[config.mk]
export PLATFORM = sky130hd
export DESIGN_NAME = quad_lane_matcher
export DESIGN_NICKNAME = d
export VERILOG_FILES = /design/src/rtl/qlm_pkg.sv /design/src/rtl/qlm_window.sv /design/src/rtl/qlm_column.sv /design/src/rtl/qlm_resolve.sv /design/src/rtl/quad_lane_matcher.sv
export SDC_FILE = /design/constraint.sdc
export NUM_CORES = 1
export LEC_CHECK = 0
export ABC_AREA = 0
export ABC_CLOCK_PERIOD_IN_PS = 1600
export CAP_MARGIN = 15
export CORE_UTILIZATION = 41
export DETAILED_ROUTE_END_ITERATION = 10
export PLACE_DENSITY = 0.67
export SLEW_MARGIN = 20
export SYNTH_ARGS = -nofsm -noshare
export SYNTH_HDL_FRONTEND = slang
export SYNTH_HIERARCHICAL = 1
export SYNTH_SLANG_ARGS = --single-unit
[constraint.sdc]
create_clock -name clk -period 1.6 [get_ports clk]
set_input_delay 0.16 -clock clk [delete_from_list [all_inputs] [get_ports clk]]
set_output_delay 0.16 -clock clk [all_outputs]
set_load 0.02 [all_outputs]
[src/rtl/qlm_pkg.sv]
package qlm_pkg;

  // Index of the lowest set bit among the first n bits of v (0 if none).
  function automatic int unsigned lowest_set(input logic [31:0] v, input int unsigned n);
    int unsigned r;
    r = 0;
    for (int i = 31; i >= 0; i--) begin
      if (i < int'(n) && v[i]) r = i;
    end
    return r;
  endfunction

endpackage

[src/rtl/qlm_window.sv]
module qlm_window #(
  parameter int unsigned CHAR_W = 8,
  parameter int unsigned LANES  = 4,
  parameter int unsigned RET    = 3
) (
  input  logic                          clk,
  input  logic                          rst,
  input  logic                          in_valid,
  input  logic                          in_sop,
  input  logic [LANES*CHAR_W-1:0]       in_word,
  output logic [(RET+LANES)*CHAR_W-1:0] win,
  output logic                          ret_ok
);
  logic [RET*CHAR_W-1:0] ret_q;
  logic                  held_ok;

  // Keep the newest RET characters of every accepted word.
  always_ff @(posedge clk) begin
    if (rst) begin
      ret_q   <= '0;
      held_ok <= 1'b0;
    end else if (in_valid) begin
      ret_q   <= in_word[LANES*CHAR_W-1 -: RET*CHAR_W];
      held_ok <= 1'b1;
    end
  end

  // Earliest characters at the low positions of the view.
  assign win    = {in_word, ret_q};
  assign ret_ok = held_ok && !in_sop;

  // idle cycles leave the held characters untouched
  assert_idle_hold_R7: assert property (@(posedge clk) disable iff (rst)
    !in_valid |=> $stable(ret_q));

endmodule

[src/rtl/qlm_column.sv]
module qlm_column #(
  parameter int unsigned       CHAR_W = 8,
  parameter int unsigned       LANES  = 4,
  parameter logic [CHAR_W-1:0] CHR    = '0
) (
  input  logic [LANES*CHAR_W-1:0] slice,
  output logic [LANES-1:0]        eq
);
  // One stored character, one comparator per start offset.
  localparam logic [CHAR_W-1:0] STORED = CHR;

  for (genvar k = 0; k < LANES; k++) begin : g_cmp
    assign eq[k] = (slice[k*CHAR_W +: CHAR_W] == STORED);
  end

endmodule

[src/rtl/qlm_resolve.sv]
module qlm_resolve #(
  parameter int unsigned LANES = 4
) (
  input  logic                       clk,
  input  logic                       rst,
  input  logic                       in_valid,
  input  logic [LANES-1:0]           ofs_ok,
  output logic                       hit,
  output logic [$clog2(LANES)-1:0]   hit_offset
);
  import qlm_pkg::*;
  localparam int unsigned OFS_W = $clog2(LANES);

  logic any_ok;
  assign any_ok = in_valid && (|ofs_ok);

  always_ff @(posedge clk) begin
    if (rst) begin
      hit        <= 1'b0;
      hit_offset <= '0;
    end else begin
      hit        <= any_ok;
      hit_offset <= any_ok ? OFS_W'(lowest_set(32'(ofs_ok), LANES)) : '0;
    end
  end

  // a hit only follows an accepted word
  assert_hit_after_valid_R1: assert property (@(posedge clk) disable iff (rst)
    hit |-> $past(in_valid));

  // offset 0 wins whenever it qualifies
  assert_lowest_first_R8: assert property (@(posedge clk) disable iff (rst)
    (in_valid && ofs_ok[0]) |=> (hit && hit_offset == '0));

endmodule

[src/rtl/quad_lane_matcher.sv]
module quad_lane_matcher #(
  parameter int unsigned               CHAR_W  = 8,
  parameter int unsigned               LANES   = 4,
  parameter int unsigned               PAT_LEN = 4,
  parameter logic [PAT_LEN*CHAR_W-1:0] PATTERN = 32'h4443_4241
) (
  input  logic                     clk,
  input  logic                     rst,
  input  logic                     in_valid,
  input  logic                     in_sop,
  input  logic [LANES*CHAR_W-1:0]  in_word,
  output logic                     hit,
  output logic [$clog2(LANES)-1:0] hit_offset
);
  localparam int unsigned RET = PAT_LEN - 1;
  localparam int unsigned WIN = RET + LANES;

  logic [WIN*CHAR_W-1:0] win;
  logic                  ret_ok;
  logic [LANES-1:0]      col_eq [PAT_LEN];
  logic [LANES-1:0]      ofs_ok;

  qlm_window #(.CHAR_W(CHAR_W), .LANES(LANES), .RET(RET)) u_window (
    .clk(clk), .rst(rst), .in_valid(in_valid), .in_sop(in_sop),
    .in_word(in_word), .win(win), .ret_ok(ret_ok)
  );

  // Column c compares its character with view positions c .. c+LANES-1.
  for (genvar c = 0; c < PAT_LEN; c++) begin : g_col
    qlm_column #(
      .CHAR_W(CHAR_W), .LANES(LANES),
      .CHR(PATTERN[c*CHAR_W +: CHAR_W])
    ) u_col (
      .slice(win[c*CHAR_W +: LANES*CHAR_W]),
      .eq(col_eq[c])
    );
  end

  // Offsets that start in held characters need them to be valid.
  always_comb begin
    for (int k = 0; k < int'(LANES); k++) begin
      ofs_ok[k] = (k >= int'(RET)) || ret_ok;
      for (int c = 0; c < int'(PAT_LEN); c++) begin
        ofs_ok[k] = ofs_ok[k] && col_eq[c][k];
      end
    end
  end

  qlm_resolve #(.LANES(LANES)) u_resolve (
    .clk(clk), .rst(rst), .in_valid(in_valid), .ofs_ok(ofs_ok),
    .hit(hit), .hit_offset(hit_offset)
  );

  // a packet-start word never hits at an offset that uses held bytes
  assert_sop_masks_held_R6: assert property (@(posedge clk) disable iff (rst)
    (in_valid && in_sop) |=> (!hit || hit_offset >= RET));

  // outputs are clear after a reset edge
  assert_reset_clear_R9: assert property (@(posedge clk)
    $past(rst) |-> (!hit && hit_offset == '0));

  // no offset is shown without a hit
  assert_idle_offset_R9: assert property (@(posedge clk) disable iff (rst)
    !hit |-> hit_offset == '0);

endmodule

==> impl_metrics.env, run 1 <==
export IMPL_ys_ff_latch=28
export IMPL_drtIter0Drc=44
export IMPL_io_buffers=38
export IMPL_synth_cell_types=24
export IMPL_dp_hpwl_um=2820
export IMPL_core_um2=4030
export IMPL_drive_above_1_share_pct=24.3
export IMPL_outcome="finished, final reports clean"
export IMPL_powerDensity_nw_per_um2=662
export IMPL_final_min_clock_period_ns=1.59
export IMPL_antenna_left=0
export IMPL_drv_cap=0
export IMPL_grt_pass1_wl_um=5820
export IMPL_reg2reg_setup_slack_ns=0.01
export IMPL_drt_wirelength_per_cell_um=14.7
export IMPL_seqPwrFrac_pct=53.6
export IMPL_rr_worst_depth=6
export IMPL_syn_inst=183
export IMPL_cts_root_buf="clkbuf_8"
export IMPL_ys_warn_count=6
export IMPL_arrival_ns=1.75
export IMPL_grt_max_degree=27
export IMPL_ir_drop_v=0.000305
export IMPL_first_pass_iters=4
export IMPL_synth_top_family_by_area="simple AND/OR/NAND/NOR gates"
export IMPL_p_leak_nw=0.920
export IMPL_worst_setup_path_type="register to register"
export IMPL_synthAdderAreaFrac_pct=0
export IMPL_cts_tree="built"
export IMPL_antenna_found_initial=0
export IMPL_syn2layout_area_growth_pct=24.1
export IMPL_finalHoldViolations=0
export IMPL_grt_pass1_vias=1350
export IMPL_synthMuxAreaShare_pct=13.8
export IMPL_htree_levels=1
export IMPL_place_congestion=0.862
export IMPL_synth_compound_area_share_pct=1.01
export IMPL_synth_xor_area_share_pct=0
export IMPL_drc=0
export IMPL_finalSetupViolations=0
export IMPL_combPwrFrac_pct=19.9
export IMPL_hold_path_endpoint="u_window/ret_q[14]$_SDFFE_PP0P_"
export IMPL_p_sw_mw=0.359
export IMPL_overflow=0
export IMPL_p_clk_share_pct=26.5
export IMPL_holdBufCountCts=0
export IMPL_final_cell_count_no_fill=256
export IMPL_cts_path_max_buffers=2
export IMPL_path_clk_slew_ns=0.09
export IMPL_postCtsSetupRepairBufs=0
export IMPL_nNetsFinal=244
export IMPL_critPathMaxFanout=2
export IMPL_whs_path_depth=4
export IMPL_crit_path_cell_trace="or4b_4 -> nor4_4 -> nand2_1 -> nor2_2 -> buf_4 -> nor4_2"
export IMPL_finalMaxSlewViolations=0
export IMPL_die_w_um=67.2
export IMPL_fin_util_pct=53.7
export IMPL_power_share_switching_pct=25.1
export IMPL_die_h_um=67.2
export IMPL_placementRows=23
export IMPL_max_freq_mhz=630
export IMPL_cp_data_required_time_ns=1.76
export IMPL_critPathSlowestCell="or4b_4"
export IMPL_hp_start="in_word[22]"
export IMPL_tightest_slew_ns=0.293
export IMPL_ys_seq_area_share_pct=32.2
export IMPL_synth_area_um2=1740
export IMPL_worstHoldPathType="primary input to register"
export IMPL_synth_nets=219
export IMPL_dp_cells=253
export IMPL_cp_end_kind="register"
export IMPL_period_share_pct=99.3
export IMPL_reg2reg_to="u_resolve/hit_offset[1]$_SDFF_PP0_"
export IMPL_slowest_delay_ns=0.54
export IMPL_cts_sinks=28
export IMPL_track_usage_pct=17.1
export IMPL_r2r_start="u_window/ret_q[19]$_SDFFE_PP0P_"
export IMPL_insertion_delay_ns=0.27
export IMPL_grt_setup_unrepaired="true"
export IMPL_critPathLaunchType="register"
export IMPL_boundaryPins=39
export IMPL_via_count=1322
export IMPL_p_int_mw=1.07
export IMPL_diodes=0
export IMPL_max_slew_margin_pct=80.2
export IMPL_avgSynthCellArea_um2=9.52
export IMPL_totalWireLength_um=3760
export IMPL_yosys_area_share_simple_pct=35.3
export IMPL_die_area_um2=4520
export IMPL_numCtsBuffers=3
export IMPL_finClkSkew_ns=0.00430
export IMPL_viasPerCell=5.16
export IMPL_initial_core_util_pct=43.3
## critical path, delay by kind of cell, from the launching register on
family,cells,cell delay [ns]
simple gates,5,1.02
flops,1,0.33
buf+inv,1,0.13
## placed cells by master, fill, tap and decap left out
| cell type | count |
|---|---|
| a21oi_1 | 1 |
| nand4bb_1 | 1 |
| clkbuf_8 | 3 |
| nor4b_2 | 7 |
| clkdlybuf4s15_1 | 1 |
| dlygate4sd2_1 | 5 |
| or4b_4 | 3 |
| and4_1 | 1 |
| nor4b_4 | 1 |
| or4b_1 | 1 |
| nand2b_1 | 1 |
| nand3_1 | 2 |
| nor2b_1 | 1 |
| inv_1 | 1 |
| nand2b_4 | 1 |
| dlymetal6s2s_1 | 6 |
| nand3_2 | 1 |
| nand2_1 | 7 |
| nor4_4 | 3 |
| buf_6 | 1 |
| dfxtp_2 | 4 |
| or4_1 | 1 |
| mux2i_1 | 24 |
| a211oi_2 | 1 |
| and4b_1 | 11 |
| dfxtp_1 | 24 |
| clkdlybuf4s50_1 | 26 |
| buf_4 | 18 |
| nor2_2 | 4 |
| nor2_1 | 39 |
| nor4b_1 | 3 |
| nor4_2 | 2 |
| buf_12 | 1 |
## cells in the mapped netlist (all sizes together)
library cell  count  area, um^2
a211oi            1        12.5
a21oi             1        5.00
and4              1        8.76
and4b            11         110
buf              37         302
clkbuf            1        3.75
dfxtp            28         561
inv               1        3.75
mux2i            24         240
nand2             7        26.3
nand2b            2        20.0
nand3             3        15.0
nand4bb           1        11.3
nor2             43         161
nor2b             1        6.26
nor4              5        62.6
nor4b            11         146
or4               1        7.51
or4b              4        40.0
## layout make-up
class                   instances  area (um^2)
inverters                       1         3.75
flip-flops and latches         28          566
well taps                      50         62.6
clock buffers                   3         41.3
multi-input cells             116          935
fillers                       376         1870
repair buffers                 58          556
## flip-flops by register name, summed over array words and instances (netlist names)
register / cells
u_resolve/hit: 1
u_window/ret_q: 24
u_resolve/hit_offset: 2
u_window/held_ok: 1
## per-stage QoR
stage	setup slack [ns]	hold WS (ns)	TNS [ns]	area, um^2	total power [mW]
finish	0.0118	0.274	0	2160	1.43
global route	-0.0864	0.296	-0.144	2160	1.50
CTS	0.0371	0.393	0	2090	1.44
detailed placement	-0.465	0.451	-1.27	2040	1.06
global placement	-0.370	0.442	-1.03	2040	1.05
floorplan	0.0234	0.305	0	1740	0.966
## power groups by stage
stage               Sequential (mW)  Clock [mW]  Combinational (mW)
CTS                           0.763       0.394               0.279
detailed placement            0.779           0               0.281
floorplan                     0.773           0               0.193
finish                        0.768       0.380               0.285
global route                  0.772       0.416               0.309
global placement              0.777           0               0.272
## layer usage
metal,GRT usage [%],wire length (um),vias up
met5,0,0,-
met4,6.65,65,0
met3,2.03,139,6
met2,31.1,1900,32
met1,20.1,1650,622
li1,-,-,662
## kinds of logic after synthesis
group	count (synthesis)
simple gates	90
flops	28
mux	24
compound gates	2
buf+inv	39
## what timing repair did
item / in CTS / in global routing
gates resized for setup: 9 / 21
pin swaps: 10 / 14
setup endpoints to repair: 3 / 3
## worst max-delay path by stage
stage	start	to	slack, ns	depth (start not counted)
after floorplan	in_word[5]	u_resolve/hit_offset[0]$_SDFF_PP0_	0.02	7
after global routing	u_window/ret_q[20]$_SDFFE_PP0P_	u_resolve/hit_offset[1]$_SDFF_PP0_	-0.09	6
final	u_window/ret_q[19]$_SDFFE_PP0P_	u_resolve/hit_offset[1]$_SDFF_PP0_	0.01	6
after CTS	u_window/ret_q[23]$_SDFFE_PP0P_	u_resolve/hit_offset[1]$_SDFF_PP0_	0.04	6
after detailed placement	in_word[6]	u_resolve/hit_offset[0]$_SDFF_PP0_	-0.47	7
after global placement	in_word[6]	u_resolve/hit_offset[0]$_SDFF_PP0_	-0.37	7
Note: power is estimated with default switching activity, not from simulation.
==> run 2: changes to the inputs <==
- CORE_UTILIZATION: 41 -> 45
- PLACE_DENSITY: 0.67 -> 0.72
==> impl_metrics.env, run 2 (synthesis gave the netlist of run 1 again) <==
export IMPL_grt_pass1_vias=1312
export IMPL_dp_cells=250
export IMPL_cts_sinks=28
export IMPL_critPathSlowestCell="or4b_1"
export IMPL_die_h_um=64.2
export IMPL_regMostFlops="u_window/ret_q"
export IMPL_track_usage_pct=17.7
export IMPL_die_area_um2=4130
export IMPL_final_cell_mix="nor2_1 (39), dfxtp_1 (28), clkdlybuf4s50_1 (26), mux2i_1 (24), buf_4 (19)"
export IMPL_finClkSkew_ns=0.00369
export IMPL_die_w_um=64.2
export IMPL_nNetsFinal=244
export IMPL_reg_largest_list="u_window/ret_q: 24 flops, u_resolve/hit_offset: 2 flops"
export IMPL_syn2layout_area_growth_pct=26.7
export IMPL_core_um2=3690
export IMPL_fin_tns_setup_ns=0
export IMPL_antenna_left=0
export IMPL_overflow=0
export IMPL_boundaryPins=39
export IMPL_placementRows=22
export IMPL_dp_hpwl_um=2610
export IMPL_path_clk_slew_ns=0.10
export IMPL_viasPerCell=5.13
export IMPL_totalWireLength_um=3550
export IMPL_max_slew_margin_pct=77.1
export IMPL_final_area_um2=2210
export IMPL_io_buffers=38
export IMPL_hold_worst_slack_ns=0.255
export IMPL_via_count=1307
export IMPL_drt_wirelength_per_cell_um=13.9
export IMPL_grt_pass1_wl_um=5780
export IMPL_final_min_clock_period_ns=1.53
export IMPL_finalHoldViolations=0
export IMPL_numCtsBuffers=3
export IMPL_final_common_cell="nor2_1"
export IMPL_finalMaxSlewViolations=0
export IMPL_cp_data_required_time_ns=1.79
export IMPL_slowest_delay_ns=0.53
export IMPL_cp_end_kind="register"
export IMPL_arrival_ns=1.72
export IMPL_tightest_slew_ns=0.339
export IMPL_critPathLaunchType="register"
export IMPL_outcome="finished, final reports clean"
export IMPL_diodes=0
export IMPL_cts_path_max_buffers=2
export IMPL_drv_cap=0
export IMPL_drtIter0Drc=30
export IMPL_cts_tree="built"
export IMPL_largest_register_ff_count=24
export IMPL_powerDensity_nw_per_um2=723
export IMPL_worstHoldPathType="primary input to register"
export IMPL_max_freq_mhz=654
export IMPL_antenna_found_initial=0
export IMPL_grt_setup_unrepaired="false"
export IMPL_cts_root_buf="clkbuf_8"
export IMPL_critPathMaxFanout=2
export IMPL_final_cell_count_no_fill=255
export IMPL_drc=0
export IMPL_drive_above_1_share_pct=23.7
export IMPL_worst_setup_path_type="register to register"
export IMPL_first_pass_iters=4
export IMPL_p_leak_nw=0.975
export IMPL_place_congestion=0.819
export IMPL_initial_core_util_pct=47.3
export IMPL_n_fill_cell=333
export IMPL_grt_max_degree=27
export IMPL_period_share_pct=95.5
export IMPL_htree_levels=1
export IMPL_crit_path_cell_trace="or4b_1 -> nor4_2 -> nand2_1 -> nor2_4 -> nor2_1 -> a21oi_1"
export IMPL_ir_drop_v=0.000415
export IMPL_postPlaceCellArea_um2=2030
export IMPL_power_mw=1.60
export IMPL_finalSetupViolations=0
export IMPL_insertion_delay_ns=0.27
## run 2: layout make-up
type                            count  area, um^2  area share (%)
Multi-Input combinational cell    116         942            42.7
Timing Repair Buffer               58         571            25.8
Tap cell                           48        60.1            2.72
Clock inverter                      1        30.0            1.36
Clock buffer                        3        41.3            1.87
Sequential cell                    28         561            25.4
Inverter                            1        3.75           0.170
## run 2: worst paths after layout
| check | start | end | slack (ns) | depth (start not counted) |
|---|---|---|---|---|
| worst max-delay path | u_window/ret_q[23]$_SDFFE_PP0P_ | u_resolve/hit$_SDFF_PP0_ | 0.07 | 6 |
| worst min-delay path | in_word[21] | u_window/ret_q[13]$_SDFFE_PP0P_ | 0.25 | 3 |
| worst max register to register | u_window/ret_q[23]$_SDFFE_PP0P_ | u_resolve/hit$_SDFF_PP0_ | 0.07 | 6 |
| worst min register to register | u_window/held_ok$_SDFFE_PP0P_ | u_window/held_ok$_SDFFE_PP0P_ | 0.50 | 2 |
## run 2: repair_timing
item                       4_1_cts  5_1_grt
pin swaps                        7       16
resized for setup                4       24
setup endpoints to repair        3        3
cloned                           0        0
buffers inserted                 0        1
hold buffers                     0        0
## run 2: where the power goes
group,switching [mW],internal [mW]
clock network,0.214,0.334
logic,0.116,0.170
registers,0.0290,0.734
## run 2: metrics by stage
| stage | utilization (%) | worst slack (ns) |
|---|---|---|
| after floorplan | - | 0.0234 |
| final | 59.9 | 0.0717 |
| after CTS | 57.3 | 0.0000400 |
| after global routing | 59.9 | 0.00572 |
| after global placement | 55.1 | -0.366 |
| after detailed placement | 55.1 | -0.391 |
## run 2: critical path: cells and delay by family, from the launching register on
kind / cells / cell delay, ns
simple gates: 5 / 0.97
flops: 1 / 0.32
compound gates: 1 / 0.17
## run 2: layer usage
layer  track usage, %  up-vias  part of all wire, %
li1                 -      657                    -
met1             21.4      621                   45
met2             32.2       25                   50
met3             2.32        4                  3.7
met4             5.83        0                  1.1
met5                0        -                    0
